**config.mk**
```make
export PLATFORM = sky130hd
export DESIGN_NAME = rd_frame_uplink
export DESIGN_NICKNAME = d
export VERILOG_FILES = /design/src/rtl/upf_pkg.sv /design/src/rtl/upf_crc16.sv /design/src/rtl/upf_relay_buf.sv /design/src/rtl/rd_frame_uplink.sv
export SDC_FILE = /design/constraint.sdc
export NUM_CORES = 1
export LEC_CHECK = 0
export BUFFER_PORTS_ARGS = -buffer_cell sky130_fd_sc_hd__buf_2
export CAP_MARGIN = 20
export CORE_MARGIN = 2
export CORE_UTILIZATION = 25
export DETAILED_ROUTE_END_ITERATION = 12
export PLACE_DENSITY_LB_ADDON = 0.15
export SYNTH_ARGS = -nofsm -noshare
export SYNTH_HDL_FRONTEND = slang
export SYNTH_HIERARCHICAL = 1
export SYNTH_SLANG_ARGS = --single-unit
export TNS_END_PERCENT = 100
```
**constraint.sdc**
```tcl
create_clock -name clk -period 2.7 [get_ports clk]
set_clock_uncertainty 0.15 [all_clocks]
set_input_delay 0.54 -clock clk [delete_from_list [all_inputs] [get_ports clk]]
set_output_delay 0.54 -clock clk [all_outputs]
set_load 0.01 [all_outputs]
```
**src/rtl/upf_pkg.sv**
```systemverilog
package upf_pkg;
    localparam int unsigned BEAT_W_DEF = 24;
    localparam int unsigned BEATS_DEF  = 6;
    localparam int unsigned DATA_W_DEF = 128;
    localparam int unsigned CRC_W      = 16;

    typedef enum logic [1:0] {
        SRC_IDLE  = 2'd0,
        SRC_LOCAL = 2'd1,
        SRC_RELAY = 2'd2
    } frame_src_e;
endpackage

```
**src/rtl/upf_crc16.sv**
```systemverilog
module upf_crc16 #(
    parameter int unsigned DATA_W = 128,
    parameter logic [15:0] POLY   = 16'h1021,
    parameter logic [15:0] INIT   = 16'hFFFF
) (
    input  logic [DATA_W-1:0] data,
    output logic [15:0]       crc
);
    logic [15:0] acc;
    logic        fb;

    always_comb begin
        acc = INIT;
        fb  = 1'b0;
        for (int i = DATA_W - 1; i >= 0; i--) begin
            fb  = acc[15] ^ data[i];
            acc = {acc[14:0], 1'b0};
            if (fb) acc = acc ^ POLY;
        end
        crc = acc;
    end
endmodule

```
**src/rtl/upf_relay_buf.sv**
```systemverilog
module upf_relay_buf #(
    parameter int unsigned BEAT_W = 24,
    parameter int unsigned BEATS  = 6,
    parameter int unsigned PH_W   = 3
) (
    input  logic                     clk,
    input  logic                     rst_n,
    input  logic [PH_W-1:0]          phase,
    input  logic [BEAT_W-1:0]        rly_beat,
    input  logic                     rly_sof,
    input  logic                     take,
    output logic                     full,
    output logic [BEAT_W*BEATS-1:0]  frame,
    output logic                     ovf
);
    localparam int unsigned FRAME_W = BEAT_W * BEATS;
    localparam int unsigned ASM_W   = BEAT_W * (BEATS - 1);
    localparam logic [PH_W-1:0] LAST = PH_W'(BEATS - 1);

    typedef struct packed {
        logic [ASM_W-1:0]   asm_sh;
        logic               act;
        logic               full;
        logic [FRAME_W-1:0] frm;
        logic               ovf;
    } rb_state_t;

    rb_state_t st_d, st_q;

    always_comb begin
        st_d        = st_q;
        st_d.asm_sh = {st_q.asm_sh[ASM_W-BEAT_W-1:0], rly_beat};
        if (phase == '0) st_d.act = rly_sof;
        if (take) st_d.full = 1'b0;
        if (phase == LAST && st_q.act) begin
            if (st_q.full && !take) begin
                st_d.ovf = 1'b1;
            end else begin
                st_d.full = 1'b1;
                st_d.frm  = {st_q.asm_sh, rly_beat};
            end
        end
    end

    always_ff @(posedge clk or negedge rst_n) begin
        if (!rst_n) st_q <= '0;
        else        st_q <= st_d;
    end

    assign full  = st_q.full;
    assign frame = st_q.frm;
    assign ovf   = st_q.ovf;


    drain_at_boundary_chk: assert property (@(posedge clk) disable iff (!rst_n)
        take |-> (phase == '0 && st_q.full));


    drain_clears_chk: assert property (@(posedge clk) disable iff (!rst_n)
        take |=> !st_q.full);


    ovf_sticky_chk: assert property (@(posedge clk) disable iff (!rst_n)
        st_q.ovf |=> st_q.ovf);


    ovf_needs_full_chk: assert property (@(posedge clk) disable iff (!rst_n)
        $rose(st_q.ovf) |-> $past(st_q.full));
endmodule

```
**src/rtl/rd_frame_uplink.sv**
```systemverilog
module rd_frame_uplink
    import upf_pkg::*;
#(
    parameter int unsigned BEAT_W   = BEAT_W_DEF,
    parameter int unsigned BEATS    = BEATS_DEF,
    parameter int unsigned DATA_W   = DATA_W_DEF,
    parameter logic [15:0] CRC_POLY = 16'h1021,
    parameter logic [15:0] CRC_INIT = 16'hFFFF
) (
    input  logic              clk,
    input  logic              rst_n,
    input  logic              loc_valid,
    input  logic [DATA_W-1:0] loc_data,
    input  logic [BEAT_W-1:0] rly_beat,
    input  logic              rly_sof,
    output logic [BEAT_W-1:0] up_beat,
    output logic              up_sof,
    output logic              rly_ovf
);
    localparam int unsigned FRAME_W = BEAT_W * BEATS;
    localparam int unsigned SH_W    = FRAME_W - BEAT_W;
    localparam int unsigned PH_W    = $clog2(BEATS);
    localparam logic [PH_W-1:0] LAST = PH_W'(BEATS - 1);

    typedef struct packed {
        logic [PH_W-1:0]   phase;
        logic [SH_W-1:0]   sh;
        logic [BEAT_W-1:0] beat;
        logic              sof;
    } ser_state_t;

    ser_state_t         st_d, st_q;
    logic [CRC_W-1:0]   crc;
    logic               buf_full;
    logic [FRAME_W-1:0] buf_frame;
    logic               take;
    frame_src_e         src;
    logic [FRAME_W-1:0] frame_sel;

    upf_crc16 #(
        .DATA_W (DATA_W),
        .POLY   (CRC_POLY),
        .INIT   (CRC_INIT)
    ) u_crc (
        .data (loc_data),
        .crc  (crc)
    );

    upf_relay_buf #(
        .BEAT_W (BEAT_W),
        .BEATS  (BEATS),
        .PH_W   (PH_W)
    ) u_rbuf (
        .clk      (clk),
        .rst_n    (rst_n),
        .phase    (st_q.phase),
        .rly_beat (rly_beat),
        .rly_sof  (rly_sof),
        .take     (take),
        .full     (buf_full),
        .frame    (buf_frame),
        .ovf      (rly_ovf)
    );

    always_comb begin
        if (loc_valid)     src = SRC_LOCAL;
        else if (buf_full) src = SRC_RELAY;
        else               src = SRC_IDLE;

        case (src)
            SRC_LOCAL: frame_sel = {loc_data, crc};
            SRC_RELAY: frame_sel = buf_frame;
            default:   frame_sel = '0;
        endcase

        take = (st_q.phase == '0) && (src == SRC_RELAY);

        st_d       = st_q;
        st_d.phase = (st_q.phase == LAST) ? '0 : st_q.phase + PH_W'(1);
        if (st_q.phase == '0) begin
            st_d.beat = frame_sel[FRAME_W-1 -: BEAT_W];
            st_d.sh   = frame_sel[SH_W-1:0];
            st_d.sof  = 1'b1;
        end else begin
            st_d.beat = st_q.sh[SH_W-1 -: BEAT_W];
            st_d.sh   = st_q.sh << BEAT_W;
            st_d.sof  = 1'b0;
        end
    end

    always_ff @(posedge clk or negedge rst_n) begin
        if (!rst_n) st_q <= '0;
        else        st_q <= st_d;
    end

    assign up_beat = st_q.beat;
    assign up_sof  = st_q.sof;


    sof_grid_chk: assert property (@(posedge clk) disable iff (!rst_n)
        up_sof |-> st_q.phase == PH_W'(1));


    phase_wrap_chk: assert property (@(posedge clk) disable iff (!rst_n)
        st_q.phase == LAST |=> st_q.phase == '0);


    local_first_chk: assert property (@(posedge clk) disable iff (!rst_n)
        (st_q.phase == '0 && loc_valid) |=> up_beat == $past(loc_data[DATA_W-1 -: BEAT_W]));


    idle_zero_chk: assert property (@(posedge clk) disable iff (!rst_n)
        (st_q.phase == '0 && !loc_valid && !buf_full) |=> (up_beat == '0 && up_sof));
endmodule

```
==> results of run 1 <==
## kinds of logic (layout without fill, tap and decap cells)
logic type,Yosys count,after routing
buffers and inverters,247,642
XOR/XNOR,397,397
multiplexers,147,147
flip-flops,415,415
other,0,3
AO/OA/AOI/OAI,265,265
AND/OR/NAND/NOR,131,131
## metrics by stage
stage,setup WS (ps),std cells,setup TNS [ps],instance area (µm²),util (%)
final,-3350,3165,-50300,28800,32.7
after global routing,-3500,3162,-52560,28800,32.7
after CTS,-3300,3150,-49930,28400,32.2
after detailed placement,-4170,3011,-63760,25600,29.1
after global placement,-4150,3011,-63520,25600,29.1
after floorplan,-3620,1602,-51880,22500,-
## layout make-up
| cell class | count | area (µm²) |
|---|---|---|
| clock inverter | 14 | 169 |
| multi-input combinational | 940 | 11100 |
| inverter | 2 | 7.51 |
| antenna | 3 | 7.51 |
| clock buffer | 71 | 1410 |
| sequential | 415 | 10400 |
| tap | 1165 | 1460 |
| timing repair buffer | 555 | 4210 |
| fill | 8730 | 59200 |
## timing repair
item	in CTS	in global routing
buffers inserted	31	12
hold endpoints to repair	54	0
setup endpoints to repair	16	16
hold buffers	25	0
pin swaps	31	16
resized for setup	107	48
## state kept, by name, summed over array words and instances (netlist names)
name / cells
st_q: 123
u_rbuf/frame: 144
u_rbuf/full: 1
u_rbuf/ovf: 1
u_rbuf/st_d: 96
u_rbuf/st_q: 25
up_beat: 24
up_sof: 1
## path summary, 6_finish.rpt
path | start | end | slack (ps) | cells past startpoint
setup / recovery | loc_data[123] | st_q[37] | -3350 | 19
hold / removal | rly_sof | u_rbuf/st_q[146] | 60 | 2
setup reg to reg | st_q[147] | u_rbuf/frame[74] | 200 | 7
hold reg to reg | u_rbuf/st_d[193] | u_rbuf/st_d[217] | 220 | 0
max in group asynchronous | rst_n | st_q[144] | 1310 | 3
min in group asynchronous | rst_n | u_rbuf/frame[6] | 300 | 2
## cells in the final DEF (no fill, tap or decap), drive strengths merged, types with 3 or more instances in the layout
cell and n:
dfrtp 415, nor2 121, a22oi 120, dlygate4sd3 25, xor2 67, mux2 146
a22o 24, diode 3, a21oi 120, xnor3 117, buf 530, xor3 22
xnor2 191, clkinv 10, clkbuf 71
## worst max-delay path: cells and delay by family
family,cells,cell delay [ps]
AOI/OAI and AO/OA,1,200
xor gates and xnor gates,16,5360
buffers and inverters,2,240
## metal layers
layer | part of all wire, % | GRT usage [%] | up-vias
li1 | - | - | 6057
met1 | 50 | 23.3 | 6600
met2 | 45 | 23.6 | 285
met3 | 3.9 | 2.13 | 59
met4 | 1.3 | 2.75 | 0
met5 | 0 | 0 | -
==> metrics.yaml, run 1 <==
run_status:
  outcome: "finished, violations left"
  violations: "negative setup slack"
logic_synthesis:
  synthTopCellsByArea: "dfrtp_1 (47%), xnor3_1 (10%), xnor2_1 (6.6%), buf_4 (6.1%), mux2_2 (4.4%)"
  synth-edff-count: 0
  synth_nets: 1758
  seq_area_frac_synth_pct: 47.0
  synthCells: 1602
  yosys_warnings: 6
  synth_seq_cells: 415
  syn_area_um2: 22100
  synthAdderAreaFrac_pct: 0
  synth_top_family_by_area: "XOR/XNOR gates"
  synth_top_area_share_pct: 47.0
  synth-main-ff-cell: "dfrtp_1"
  synth.area.mux_share_pct: 8.50
  async_flop_share_pct: 100
  synthDistinctLibCells: 33
  postSynthAreaPerCell_um2: 13.8
  synth-compound-area-share_pct: 7.78
  synth_most_common_cell: "dfrtp_1"
  synth_xor_area_share_pct: 26.2
  yosys-top-cells-count: "dfrtp_1 (415), buf_4 (180), xnor2_1 (167)"
  yosys.area.top_type: "dfrtp_1"
  synth-simple-area-share_pct: 2.50
route:
  drt_iter0_markers: 728
  vias: 13000
  vias_per_cell: 4.11
  wl_per_cell_um: 21.9
  totalWireLength_um: 69400
  dr.pass1.iters: 5
  drcViolationCount: 0
  ant_nets: 0
setup_path:
  cp_common_cell: "xnor3_2"
  crit_chain: "buf_8, xnor3_2, xnor2_4, buf_12, xnor3_2, xnor2_4, xnor3_1, xnor2_1, xnor3_2, xnor3_2, xnor3_2, xnor2_2, xor3_2, xnor3_2, xor3_2, xnor3_2, xnor2_4, xnor3_1, a22o_1"
  critPathMaxFanout: 5
  critical-path-max-stage-delay_ps: 520
  cp.required_ps: 3020
  start_kind: "input pin"
  cpMaxStageDelayCell: "xnor3_2"
  worstSetupPathType: "input pin to flop"
  cp-end-kind: "flop"
  arrival_ps: 6370
timing:
  period_minus_slack_ps: 6050
  worst_pin_slew_ps: 747
  period_share_pct: 224
  hold_viol: 0
  max-slew-margin-rel_pct: 50.2
  worst_slack_ps: -3350
  setup_viol: 16
  slew_violations: 0
  hold_slack_ps: 58.1
  rsz0062_at_grt: "yes"
  fmax_mhz: 165
global_routing:
  antenna_found_initial: 5
  grt_max_degree: 132
  grt_pass1_wl_um: 102000
  track_usage_pct: 15.4
  overflow: 0
  grt_pass1_vias: 14300
clock_tree:
  root_buffer: "clkbuf_16"
  clockBufferDepth: 3
  numCtsBuffers: 48
  clock_sinks: 415
  path_clk_slew_ps: 60
  cts_tree: "built"
  clk_latency_ps: 590
  ctsHtreeMaxLevel: 2
placed_design:
  place_congestion: 0.806
  hpwl_um: 52800
  io_buffers: 181
finish:
  drive_gt1_share_pct: 47.5
  areaGrowthSynthToFinish_pct: 30.2
  final_nets: 2118
job:
  drv_cap: 0
floorplan:
  core_um2: 88000
  rows: 109
  initial_core_util_pct: 25.1
  die_x_um: 301
  dieArea_um2: 90800
  dieHeight_um: 301
  io_pins: 182
hold_path:
  min_path_type: "input pin to flop"
Power of run 1 is left out: the tool's default activity adds up to more than one toggle a clock period on the data nets, which glitch-free logic cannot reach.
==> run 2: changes to the inputs <==
--- a/config.mk
+++ b/config.mk
@@ -7,8 +7,10 @@
 export LEC_CHECK = 0
 export BUFFER_PORTS_ARGS = -buffer_cell sky130_fd_sc_hd__buf_2
 export CAP_MARGIN = 20
+export CORE_ASPECT_RATIO = 1.25
 export CORE_MARGIN = 2
 export CORE_UTILIZATION = 25
+export CTS_BUF_LIST = sky130_fd_sc_hd__clkbuf_4 sky130_fd_sc_hd__clkbuf_8
 export DETAILED_ROUTE_END_ITERATION = 12
 export PLACE_DENSITY_LB_ADDON = 0.15
 export SYNTH_ARGS = -nofsm -noshare
==> constraint.sdc (replaced) <==
create_clock -name clk -period 2.7 [get_ports clk]
set_clock_uncertainty 0.15 [all_clocks]
set_input_delay 0.54 -clock clk [delete_from_list [all_inputs] [get_ports clk]]
set_output_delay 0.54 -clock clk [all_outputs]
set_load 0.005 [all_outputs]
==> run 2 against run 1 <==
Compared with the run above:
- the flow still finishes with violations (negative setup slack)
- sequential share of layout area down 0.33 points
- non-clock buffer count up 20
- utilization up 0.53 points
- worst setup slack better by 86 ps
- via count up 1.2%
- count of clock-buffer cells in the layout up 36
- register-to-register slack better by 110 ps
- wire length up 3.2%
- flip-flop and latch count unchanged
- cell count up 2.1%
- global-route usage up 0.51 points
- critical path type unchanged
- critical endpoint is now st_q[31]
==> metrics.yaml, run 2 (synthesized netlist as in run 1, its figures left out) <==
setup_path:
  cp_top_family: "XOR/XNOR gates"
  start_kind: "input pin"
  cp-end-kind: "flop"
  cpMaxStageDelayCell: "xnor3_2"
  critPathMaxFanout: 5  # unchanged
  worstReg2RegEnd: "u_rbuf/frame[75]"
  worstSetupPathType: "input pin to flop"
  path_buf_inv: 6  # +4
  r2r-start: "st_q[147]"
  r2r_cells: 7  # unchanged
  crit_chain: "buf_6, xnor2_4, buf_6, buf_4, xnor3_1, xnor3_2, buf_6, xnor3_1, xnor3_2, buf_6, xnor3_1, xnor3_1, xor2_2, xnor3_2, xnor2_4, xnor2_2, xnor3_2, xnor2_4, xnor3_1, xnor2_2, buf_4, a22o_1"
  cp.required_ps: 3100  # +80 ps
  ff2ff_setup_slack_ps: 310  # +110 ps
  arrival_ps: 6360  # about the same
  cp_common_cell: "xnor3_1"
  critical-path-max-stage-delay_ps: 540  # +20 ps
finish:
  largest_reg_flops: 144  # unchanged
  areaGrowthSynthToFinish_pct: 31.3
  final_nets: 2164  # +2.2%
  post-route-cell-area_um2: 29000  # +0.91%
  utilization_pct: 33.2  # +0.53 points
  num-fill-cells: 8740  # +0.11%
  layout_commonest_cell: "dfrtp_1"
  final_cell_mix: "dfrtp_1 (415), buf_4 (322), buf_2 (169)"
  drive_gt1_share_pct: 49.4  # +1.9 points
global_routing:
  overflow: 0  # unchanged
  track_usage_pct: 15.9  # +0.51 points
  grt_pass1_wl_um: 105000  # +2.8%
  grt_max_degree: 121  # -8.3%
  grt_pass1_vias: 14800  # +3.6%
  antenna_found_initial: 6  # +1
floorplan:
  initial_core_util_pct: 25.3  # +0.18 points
  rows: 121  # +11%
  dieHeight_um: 336  # +12%
  io_pins: 182  # unchanged
  die_x_um: 270  # -10%
  dieArea_um2: 90800  # about the same
  core_um2: 87400  # -0.69%
route:
  drcViolationCount: 0  # unchanged
  vias_per_cell: 4.07  # -0.84%
  wl_per_cell_um: 22.2  # +1.2%
  dr.pass1.iters: 5  # unchanged
  ant_nets: 0  # unchanged
  drt_iter0_markers: 727  # -0.14%
  vias: 13200  # +1.2%
  totalWireLength_um: 71700  # +3.2%
timing:
  period_minus_slack_ps: 5960  # -85.7 ps
  worst_slack_ps: -3260  # +85.7 ps
  worst_pin_slew_ps: 769  # +21.8 ps
  slew_violations: 0  # unchanged
  hold_slack_ps: 51.6  # -6.54 ps
  period_share_pct: 221  # -3.2 points
  hold_viol: 0  # unchanged
  fmax_mhz: 168  # +1.4%
  max-slew-margin-rel_pct: 48.7  # -1.5 points
  setup_viol: 16  # unchanged
  rsz0062_at_grt: "yes"
hold_path:
  worstHoldEndpoint: "st_q[44]"
  hold-path-cell-count: 2  # unchanged
  min_path_type: "input pin to flop"
  hp-start: "loc_data[3]"
clock_tree:
  cts_tree: "built"
  clk_latency_ps: 690  # +100 ps
  numCtsBuffers: 74  # +54%
  path_clk_slew_ps: 60  # about the same
  ctsHtreeMaxLevel: 3  # +1
  root_buffer: "clkbuf_8"
  clock_sinks: 415  # unchanged
  clockBufferDepth: 3  # unchanged
placed_design:
  hpwl_um: 53700  # +1.7%
  io_buffers: 181  # unchanged
  place_congestion: 0.841  # +4.4%
  dp_slack_ps: -4370  # -203 ps
  postPlaceCellArea_um2: 25600  # +0.10%
run_status:
  violations: "negative setup slack"
  outcome: "finished, violations left"
job:
  drv_cap: 0  # unchanged
-- run 2: cell count changes in the layout (fill, tap and decap cells not counted), sizes merged --
cell and delta:
clkbuf +36, dlygate4sd3 +1, clkinv +1, inv +5
buf +19
-- run 2: worst max path at each step --
stage / slack (ps) / to / cells after the start / start
after global placement: -4380 / st_q[30] / 20 / loc_data[101]
after floorplan: -3620 / st_q[37] / 17 / loc_data[123]
final: -3260 / st_q[31] / 22 / loc_data[124]
after global routing: -3420 / st_q[31] / 21 / loc_data[117]
after CTS: -3220 / st_q[37] / 20 / loc_data[117]
after detailed placement: -4370 / st_q[37] / 19 / loc_data[123]
-- run 2: layout make-up --
type	instances	area, µm²	area share [%]
Multi-Input combinational cell	940	11200	38.4
Sequential cell	415	10400	35.8
Timing Repair Buffer	575	4410	15.2
Tap cell	1168	1460	5.03
Clock buffer	107	1390	4.79
Clock inverter	20	208	0.716
Inverter	2	7.51	0.0259
Antenna cell	3	7.51	0.0259
-- run 2: through the flow --
| step | setup TNS, ps | instances |
|---|---|---|
| final | -50240 | 3230 |
| after floorplan | -51880 | 1602 |
| after CTS | -49550 | 3218 |
| after global routing | -52390 | 3228 |
| after detailed placement | -67350 | 3017 |
| after global placement | -67540 | 3017 |
-- run 2: timing repair --
item | CTS | global route
setup endpoints to repair | 16 | 16
hold buffers | 26 | 0
setup buffers | 50 | 16
hold endpoints to repair | 98 | 0
pin swaps | 43 | 31
gates resized for setup | 134 | 35
-- run 2: per-layer routing --
| metal | part of all wire (%) | global-route usage, % | wire length (µm) | vias to the layer above |
|---|---|---|---|---|
| li1 | - | - | - | 6142 |
| met1 | 44 | 20.8 | 31800 | 6645 |
| met2 | 50 | 27.3 | 36100 | 295 |
| met3 | 3.6 | 2.56 | 2610 | 71 |
| met4 | 1.6 | 4.14 | 1140 | 4 |
| met5 | 0.032 | 0 | 23 | - |
Power of run 2 is left out for the same reason.
